**config.mk**
```make
export PLATFORM = sky130hd
export DESIGN_NAME = sdram_page_seq
export DESIGN_NICKNAME = d
export VERILOG_FILES = /design/src/rtl/sdram_seq_pkg.sv /design/src/rtl/seq_row_table.sv /design/src/rtl/seq_ras_guard.sv /design/src/rtl/sdram_page_seq.sv
export SDC_FILE = /design/constraint.sdc
export NUM_CORES = 1
export LEC_CHECK = 0
export BUFFER_PORTS_ARGS = -buffer_cell sky130_fd_sc_hd__buf_2
export CAP_MARGIN = 25
export CORE_ASPECT_RATIO = 1.4
export CORE_MARGIN = 2
export CORE_UTILIZATION = 30
export DETAILED_ROUTE_END_ITERATION = 16
export PLACE_DENSITY_LB_ADDON = 0.05
export SYNTH_ARGS = -nofsm -noshare
export SYNTH_HDL_FRONTEND = slang
export SYNTH_SLANG_ARGS = --single-unit
```
**constraint.sdc**
```tcl
create_clock -name clk -period 3 [get_ports clk]
set_input_delay 0.6 -clock clk [delete_from_list [all_inputs] [get_ports clk]]
set_output_delay 0.6 -clock clk [all_outputs]
set_load 0.1 [all_outputs]
```
**src/rtl/sdram_seq_pkg.sv**
```systemverilog
`timescale 1ns/1ps
package sdram_seq_pkg;

    typedef enum logic [2:0] {
        CMD_ACTV  = 3'd0,
        CMD_READ  = 3'd1,
        CMD_WRIT  = 3'd2,
        CMD_READA = 3'd3,
        CMD_WRITA = 3'd4,
        CMD_PRE   = 3'd5,
        CMD_PALL  = 3'd6,
        CMD_REF   = 3'd7
    } cmd_e;

    typedef enum logic [2:0] {
        ST_IDLE,
        ST_PRE,
        ST_ACT,
        ST_RW,
        ST_PALL,
        ST_REF,
        ST_WAIT
    } st_e;

endpackage

```
**src/rtl/seq_row_table.sv**
```systemverilog
`timescale 1ns/1ps
module seq_row_table #(
    parameter int BANKS = 4,
    parameter int ROW_W = 13,
    localparam int BW = $clog2(BANKS)
) (
    input  logic             clk,
    input  logic             rst_n,
    input  logic             set_en,
    input  logic [BW-1:0]    set_bank,
    input  logic [ROW_W-1:0] set_row,
    input  logic             clr_en,
    input  logic [BW-1:0]    clr_bank,
    input  logic             clr_all,
    input  logic [BW-1:0]    look_bank,
    output logic             look_open,
    output logic [ROW_W-1:0] look_row,
    output logic             any_open
);

    typedef struct packed {
        logic             valid;
        logic [ROW_W-1:0] row;
    } ent_t;

    ent_t ent_d [BANKS];
    ent_t ent_q [BANKS];
    logic [BANKS-1:0] open_vec;

    always_comb begin
        for (int i = 0; i < BANKS; i++) begin
            ent_d[i] = ent_q[i];
            if (clr_all || (clr_en && clr_bank == BW'(i))) begin
                ent_d[i].valid = 1'b0;
            end
            if (set_en && set_bank == BW'(i)) begin
                ent_d[i].valid = 1'b1;
                ent_d[i].row   = set_row;
            end
        end
    end

    always_ff @(posedge clk) begin
        for (int i = 0; i < BANKS; i++) begin
            if (!rst_n) ent_q[i] <= '0;
            else        ent_q[i] <= ent_d[i];
        end
    end

    for (genvar g = 0; g < BANKS; g++) begin : g_open
        assign open_vec[g] = ent_q[g].valid;
    end

    assign look_open = ent_q[look_bank].valid;
    assign look_row  = ent_q[look_bank].row;
    assign any_open  = |open_vec;

endmodule

```
**src/rtl/seq_ras_guard.sv**
```systemverilog
`timescale 1ns/1ps
module seq_ras_guard #(
    parameter int BANKS = 4,
    parameter int TW    = 6,
    localparam int BW = $clog2(BANKS)
) (
    input  logic             clk,
    input  logic             rst_n,
    input  logic             arm,
    input  logic [BW-1:0]    arm_bank,
    input  logic [TW-1:0]    t_ras,
    output logic [BANKS-1:0] ras_ok
);

    for (genvar g = 0; g < BANKS; g++) begin : g_bank
        logic [TW-1:0] cnt_d, cnt_q;

        always_comb begin
            cnt_d = cnt_q;
            if (arm && arm_bank == BW'(g)) begin
                cnt_d = t_ras;
            end else if (cnt_q != '0) begin
                cnt_d = cnt_q - 1'b1;
            end
        end

        always_ff @(posedge clk) begin
            if (!rst_n) cnt_q <= '0;
            else        cnt_q <= cnt_d;
        end

        assign ras_ok[g] = (cnt_q <= TW'(1));
    end

endmodule

```
**src/rtl/sdram_page_seq.sv**
```systemverilog
`timescale 1ns/1ps
module sdram_page_seq
    import sdram_seq_pkg::*;
#(
    parameter int BANKS = 4,
    parameter int ROW_W = 13,
    parameter int COL_W = 10,
    parameter int TW    = 6,
    localparam int BW = $clog2(BANKS)
) (
    input  logic             clk,
    input  logic             rst_n,
    input  logic             req_valid,
    output logic             req_ready,
    input  logic             req_write,
    input  logic [BW-1:0]    req_bank,
    input  logic [ROW_W-1:0] req_row,
    input  logic [COL_W-1:0] req_col,
    input  logic [1:0]       policy_mode,
    input  logic             ref_req,
    input  logic [TW-1:0]    t_rp,
    input  logic [TW-1:0]    t_rcd,
    input  logic [TW-1:0]    t_ras_min,
    output logic             cmd_valid,
    input  logic             cmd_ready,
    output logic [2:0]       cmd_op,
    output logic [BW-1:0]    cmd_bank,
    output logic [ROW_W-1:0] cmd_row,
    output logic [COL_W-1:0] cmd_col
);

    typedef struct packed {
        st_e              state;
        st_e              after;
        logic [TW-1:0]    cnt;
        logic             wr;
        logic             autopc;
        logic [BW-1:0]    bank;
        logic [ROW_W-1:0] row;
        logic [COL_W-1:0] col;
        logic             ref_pend;
    } seq_t;

    seq_t seq_d, seq_q;

    // table and guard hookups
    logic             tbl_set, tbl_clr, tbl_clr_all;
    logic [BW-1:0]    look_bank;
    logic             look_open, any_open;
    logic [ROW_W-1:0] look_row;
    logic [BANKS-1:0] ras_ok;
    logic             fire;
    cmd_e             op;

    // wait launcher
    logic             wait_go;
    logic [TW-1:0]    wait_len;
    st_e              wait_tgt;

    assign look_bank = (seq_q.state == ST_IDLE) ? req_bank : seq_q.bank;
    assign fire      = cmd_valid && cmd_ready;

    seq_row_table #(.BANKS(BANKS), .ROW_W(ROW_W)) u_table (
        .clk       (clk),
        .rst_n     (rst_n),
        .set_en    (tbl_set),
        .set_bank  (seq_q.bank),
        .set_row   (seq_q.row),
        .clr_en    (tbl_clr),
        .clr_bank  (seq_q.bank),
        .clr_all   (tbl_clr_all),
        .look_bank (look_bank),
        .look_open (look_open),
        .look_row  (look_row),
        .any_open  (any_open)
    );

    seq_ras_guard #(.BANKS(BANKS), .TW(TW)) u_ras (
        .clk      (clk),
        .rst_n    (rst_n),
        .arm      (tbl_set),
        .arm_bank (seq_q.bank),
        .t_ras    (t_ras_min),
        .ras_ok   (ras_ok)
    );

    always_comb begin
        seq_d       = seq_q;
        seq_d.ref_pend = seq_q.ref_pend | ref_req;
        req_ready   = (seq_q.state == ST_IDLE) && !seq_q.ref_pend && !ref_req;
        cmd_valid   = 1'b0;
        op          = CMD_ACTV;
        tbl_set     = 1'b0;
        tbl_clr     = 1'b0;
        tbl_clr_all = 1'b0;
        wait_go     = 1'b0;
        wait_len    = '0;
        wait_tgt    = ST_IDLE;

        case (seq_q.state)
            ST_IDLE: begin
                if (seq_q.ref_pend) begin
                    seq_d.state = any_open ? ST_PALL : ST_REF;
                end else if (req_valid && req_ready) begin
                    seq_d.wr     = req_write;
                    seq_d.autopc = (policy_mode != 2'b00);
                    seq_d.bank   = req_bank;
                    seq_d.row    = req_row;
                    seq_d.col    = req_col;
                    if (look_open && look_row == req_row) seq_d.state = ST_RW;
                    else if (look_open)                   seq_d.state = ST_PRE;
                    else                                  seq_d.state = ST_ACT;
                end
            end
            ST_PRE: begin
                cmd_valid = ras_ok[seq_q.bank];
                op        = CMD_PRE;
                if (fire) begin
                    tbl_clr  = 1'b1;
                    wait_go  = 1'b1;
                    wait_len = t_rp;
                    wait_tgt = ST_ACT;
                end
            end
            ST_ACT: begin
                cmd_valid = 1'b1;
                op        = CMD_ACTV;
                if (fire) begin
                    tbl_set  = 1'b1;
                    wait_go  = 1'b1;
                    wait_len = t_rcd;
                    wait_tgt = ST_RW;
                end
            end
            ST_RW: begin
                cmd_valid = 1'b1;
                if (seq_q.autopc) op = seq_q.wr ? CMD_WRITA : CMD_READA;
                else              op = seq_q.wr ? CMD_WRIT  : CMD_READ;
                if (fire) begin
                    if (seq_q.autopc) begin
                        tbl_clr  = 1'b1;
                        wait_go  = 1'b1;
                        wait_len = t_rp;
                        wait_tgt = ST_IDLE;
                    end else begin
                        seq_d.state = ST_IDLE;
                    end
                end
            end
            ST_PALL: begin
                cmd_valid = &ras_ok;
                op        = CMD_PALL;
                if (fire) begin
                    tbl_clr_all = 1'b1;
                    wait_go     = 1'b1;
                    wait_len    = t_rp;
                    wait_tgt    = ST_REF;
                end
            end
            ST_REF: begin
                cmd_valid = 1'b1;
                op        = CMD_REF;
                if (fire) begin
                    seq_d.ref_pend = ref_req;
                    seq_d.state    = ST_IDLE;
                end
            end
            ST_WAIT: begin
                if (seq_q.cnt <= TW'(2)) seq_d.state = seq_q.after;
                else                     seq_d.cnt   = seq_q.cnt - 1'b1;
            end
            default: seq_d.state = ST_IDLE;
        endcase

        // a wait of N cycles spaces two commands N cycles apart
        if (wait_go) begin
            if (wait_len <= TW'(1)) begin
                seq_d.state = wait_tgt;
            end else begin
                seq_d.state = ST_WAIT;
                seq_d.after = wait_tgt;
                seq_d.cnt   = wait_len;
            end
        end
    end

    always_ff @(posedge clk) begin
        if (!rst_n) begin
            seq_q       <= '0;
            seq_q.state <= ST_IDLE;
            seq_q.after <= ST_IDLE;
        end else begin
            seq_q <= seq_d;
        end
    end

    assign cmd_op   = op;
    assign cmd_bank = seq_q.bank;
    assign cmd_row  = seq_q.row;
    assign cmd_col  = seq_q.col;

    // column commands only go to a bank whose open row matches
    assert_rw_row_open_R2: assert property (@(posedge clk) disable iff (!rst_n)
        (fire && (cmd_op inside {CMD_READ, CMD_WRIT, CMD_READA, CMD_WRITA}))
            |-> (look_open && look_row == cmd_row));

    // activate only reaches a closed bank
    assert_actv_closed_R3: assert property (@(posedge clk) disable iff (!rst_n)
        (fire && cmd_op == CMD_ACTV) |-> !look_open);

    // precharge respects the minimum active time
    assert_pre_after_ras_R5: assert property (@(posedge clk) disable iff (!rst_n)
        (fire && cmd_op == CMD_PRE) |-> ras_ok[cmd_bank]);

    // auto-precharge leaves the bank closed
    assert_autopc_closes_R6: assert property (@(posedge clk) disable iff (!rst_n)
        (fire && (cmd_op inside {CMD_READA, CMD_WRITA})) |=> !look_open);

    // refresh only with every bank closed
    assert_ref_all_closed_R7: assert property (@(posedge clk) disable iff (!rst_n)
        (fire && cmd_op == CMD_REF) |-> !any_open);

    // no second request while one is in flight
    assert_single_req_R8: assert property (@(posedge clk) disable iff (!rst_n)
        (req_valid && req_ready) |=> !req_ready);

    // a stalled command holds still
    assert_cmd_hold_R9: assert property (@(posedge clk) disable iff (!rst_n)
        (cmd_valid && !cmd_ready) |=> (cmd_valid && $stable(cmd_op) && $stable(cmd_bank)));

endmodule

```
==> impl_metrics.yaml <==
power:
  fin_total_pwr_mw: 6.96
  ir_drop_v: 0.000480
  p_leak_nw: 2.91
  powerDensity_nw_per_um2: 888
die:
  initial_core_util_pct: 30.3
  io_pins: 81
  die-area_um2: 23000
  coreArea_um2: 21600
  die_w_um: 129
  row_count: 64
  die_y_um: 179
grt:
  first_global_vias: 5898
  antenna_found_initial: 0
  grt_usage_pct: 18.8
  grt_max_degree: 28
  grt_overflow: 0
  grt_pass1_wl_um: 32700
clock_network:
  root_buffer: "clkbuf_16"
  path_clk_slew_ps: 70
  cts_num_sinks: 120
  cts_buffers: 17
  clk_latency_ps: 430
  cts_max_level: 4
  clk_path_buf_depth: 2
  cts_tree: "done"
critical_path:
  rrSetupSlack_ps: 280
  critPathCapture: "cmd_valid"
  path_cells: "inv_1 > ha_1 > nor2_1 > nor3b_1 > o311a_1 > or3_4 > buf_12"
  cp.arrival_ps: 2320
  r2r_start: "u_ras.g_bank[3].cnt_q[0]"
  cp-end-kind: "output pin"
  worstSetupStartpoint: "u_ras.g_bank[3].cnt_q[0]"
  path_class: "reg -> out"
  cp_slowest_stage_delay_ps: 440
  worstPathRequired_ps: 2400
  crit_fanout: 4
  slowest_stage: "or3_4"
  r2r_end: "seq_q[38]"
  reg2reg_depth: 10
  worstSetupStartpointType: "register"
synth:
  synth_cell_types: 55
  syn-instance-count: 816
  ys_top_cells_by_area: "dfxtp_1 37%, nand2_1 11%, a21boi_0 11%"
  synth.top_cells.by_count: "191 x nand2_1, 120 x dfxtp_1, 94 x a21boi_0"
  synth_most_common_cell: "nand2_1"
  ys.flop_type: "dfxtp_1"
  yosysSeqAreaShare_pct: 36.7
  synth_largest_area_cell: "dfxtp_1"
  async_reset_ff_share_pct: 0
  syn-num-nets: 882
  synth_edf_count: 0
  ys.warnings.count: 0
  synth_seq_cells: 120
  synth_top_area_share_pct: 36.7
  netlist_area_um2: 6550
  avgSynthCellArea_um2: 8.02
cells_and_area:
  fin_area_um2: 7830
  register_area_um2: 2400
  fin_nets: 941
  area_delta_synth_final_pct: 19.6
  multi_input_area_um2: 3710
  drive_gt1_share_pct: 20.0
  diodes: 0
  num-fill-cells: 2306
route:
  finalWirelength_um: 21200
  remaining_drc_errors: 0
  postRouteAntennaNets: 0
  via_per_inst: 5.14
  dr.pass1.iters: 4
  drt_iter0_drc: 316
  wire_per_inst_um: 18.4
  vias: 5919
place:
  post-place-ws_ps: 151
  gp_congestion: 0.786
  dp_hpwl_um: 15200
  placed_area_um2: 7170
  portBuffers: 80
sta:
  tightest_slew_ps: 596
  drv_slew: 0
  hold_violations: 0
  post-route-period-util_pct: 97.2
  fin_skew_ps: 15.2
  fmax_mhz: 343
  setup_viol: 0
  min_period_ps: 2920
  maxSlewHeadroom_pct: 60.0
  setup_slack_ps: 83.6
  tns_ps: 0
  rsz0062_at_grt: "no"
worst_hold_path:
  min_path_type: "in -> reg"
flow_run:
  cap_violations: 0
status:
  status: "finished clean"
[power breakdown]
part | internal [mW] | switching (mW)
registers | 1.81 | 0.231
logic | 1.05 | 1.74
clock network | 1.26 | 0.872
[repair_timing]
item | in CTS | in global routing
gates resized for setup | 7 | 5
buffers inserted | 1 | 2
endpoints found under the setup margin | 1 | 1
pin swaps | 2 | 4
endpoints found under the hold margin | 0 | 0
hold buffers | 0 | 0
[through the flow]
| step | hold slack, ps | util (%) | std cells |
|---|---|---|---|
| 2_1_floorplan | 439 | - | 816 |
| 3_3_place_gp | 448 | 33.2 | 1117 |
| 3_5_place_dp | 455 | 33.2 | 1117 |
| 4_1_cts | 401 | 36.1 | 1150 |
| 5_1_grt | 414 | 36.2 | 1152 |
| 6_report | 412 | 36.2 | 1152 |
[placed cells by master (no fill, tap or decap), types with 10 or more instances in the layout]
cell	instances
buf_2	79
xnor2_1	18
nor3_1	10
nor2_1	43
o21ai_0	33
nand2_1	191
a32oi_1	25
a21boi_0	94
dfxtp_1	120
ha_1	13
xor2_1	18
buf_4	40
inv_1	15
a211oi_1	20
nand3_1	22
clkbuf_16	17
[registers in the layout, summed over array words and instances, names as in the netlist]
| register | cells |
|---|---|
| u_table.ent_q | 56 |
| u_ras.g_bank.cnt_q | 24 |
| seq_q | 15 |
| cmd_row | 13 |
| cmd_col | 10 |
| cmd_bank | 2 |
[critical path, delay by kind of cell, from the launching register on]
family | cells | cell delay, ps
buf+inv | 2 | 270
compound gates | 1 | 380
flops | 1 | 360
simple gates | 3 | 610
fa+ha+maj | 1 | 260
[worst min path at each step]
stage,depth (start not counted),startpoint,slack [ps],end
final,3,req_col[7],410,cmd_col[7]
after global routing,3,req_col[7],410,cmd_col[7]
after CTS,3,req_col[7],400,cmd_col[7]
after detailed placement,2,u_table.ent_q[0][1],460,u_table.ent_q[0][1]
after global placement,2,u_table.ent_q[1][1],450,u_table.ent_q[1][1]
after floorplan,2,u_table.ent_q[0][1],440,u_table.ent_q[0][1]
[per-layer routing]
metal,global-route usage [%],vias up,wire length (µm),share of wire [%]
met3,3.25,44,768,3.6
met1,21.0,2800,8640,41
met4,9.10,0,754,3.6
li1,-,2950,-,-
met2,34.0,125,11100,52
met5,0,-,0,0
[kinds of logic after synthesis]
kind of cell | count (synthesis) | share of synthesized area (%)
adders and majority gates | 15 | 2.87
muxes | 4 | 0.612
DFF | 120 | 36.7
xor gates and xnor gates | 36 | 4.82
and+or+nand+nor | 322 | 21.7
buffers and inverters | 96 | 7.45
AOI/OAI and AO/OA | 223 | 25.9
[final cells by class]
type | count | area share [%]
Sequential cell | 120 | 30.7
Multi-Input combinational cell | 600 | 47.3
Timing Repair Buffer | 121 | 9.39
Clock buffer | 17 | 5.43
Tap cell | 264 | 4.22
Inverter | 15 | 0.719
Clock inverter | 15 | 2.27
No activity file was read; power rests on OpenSTA's default activity.
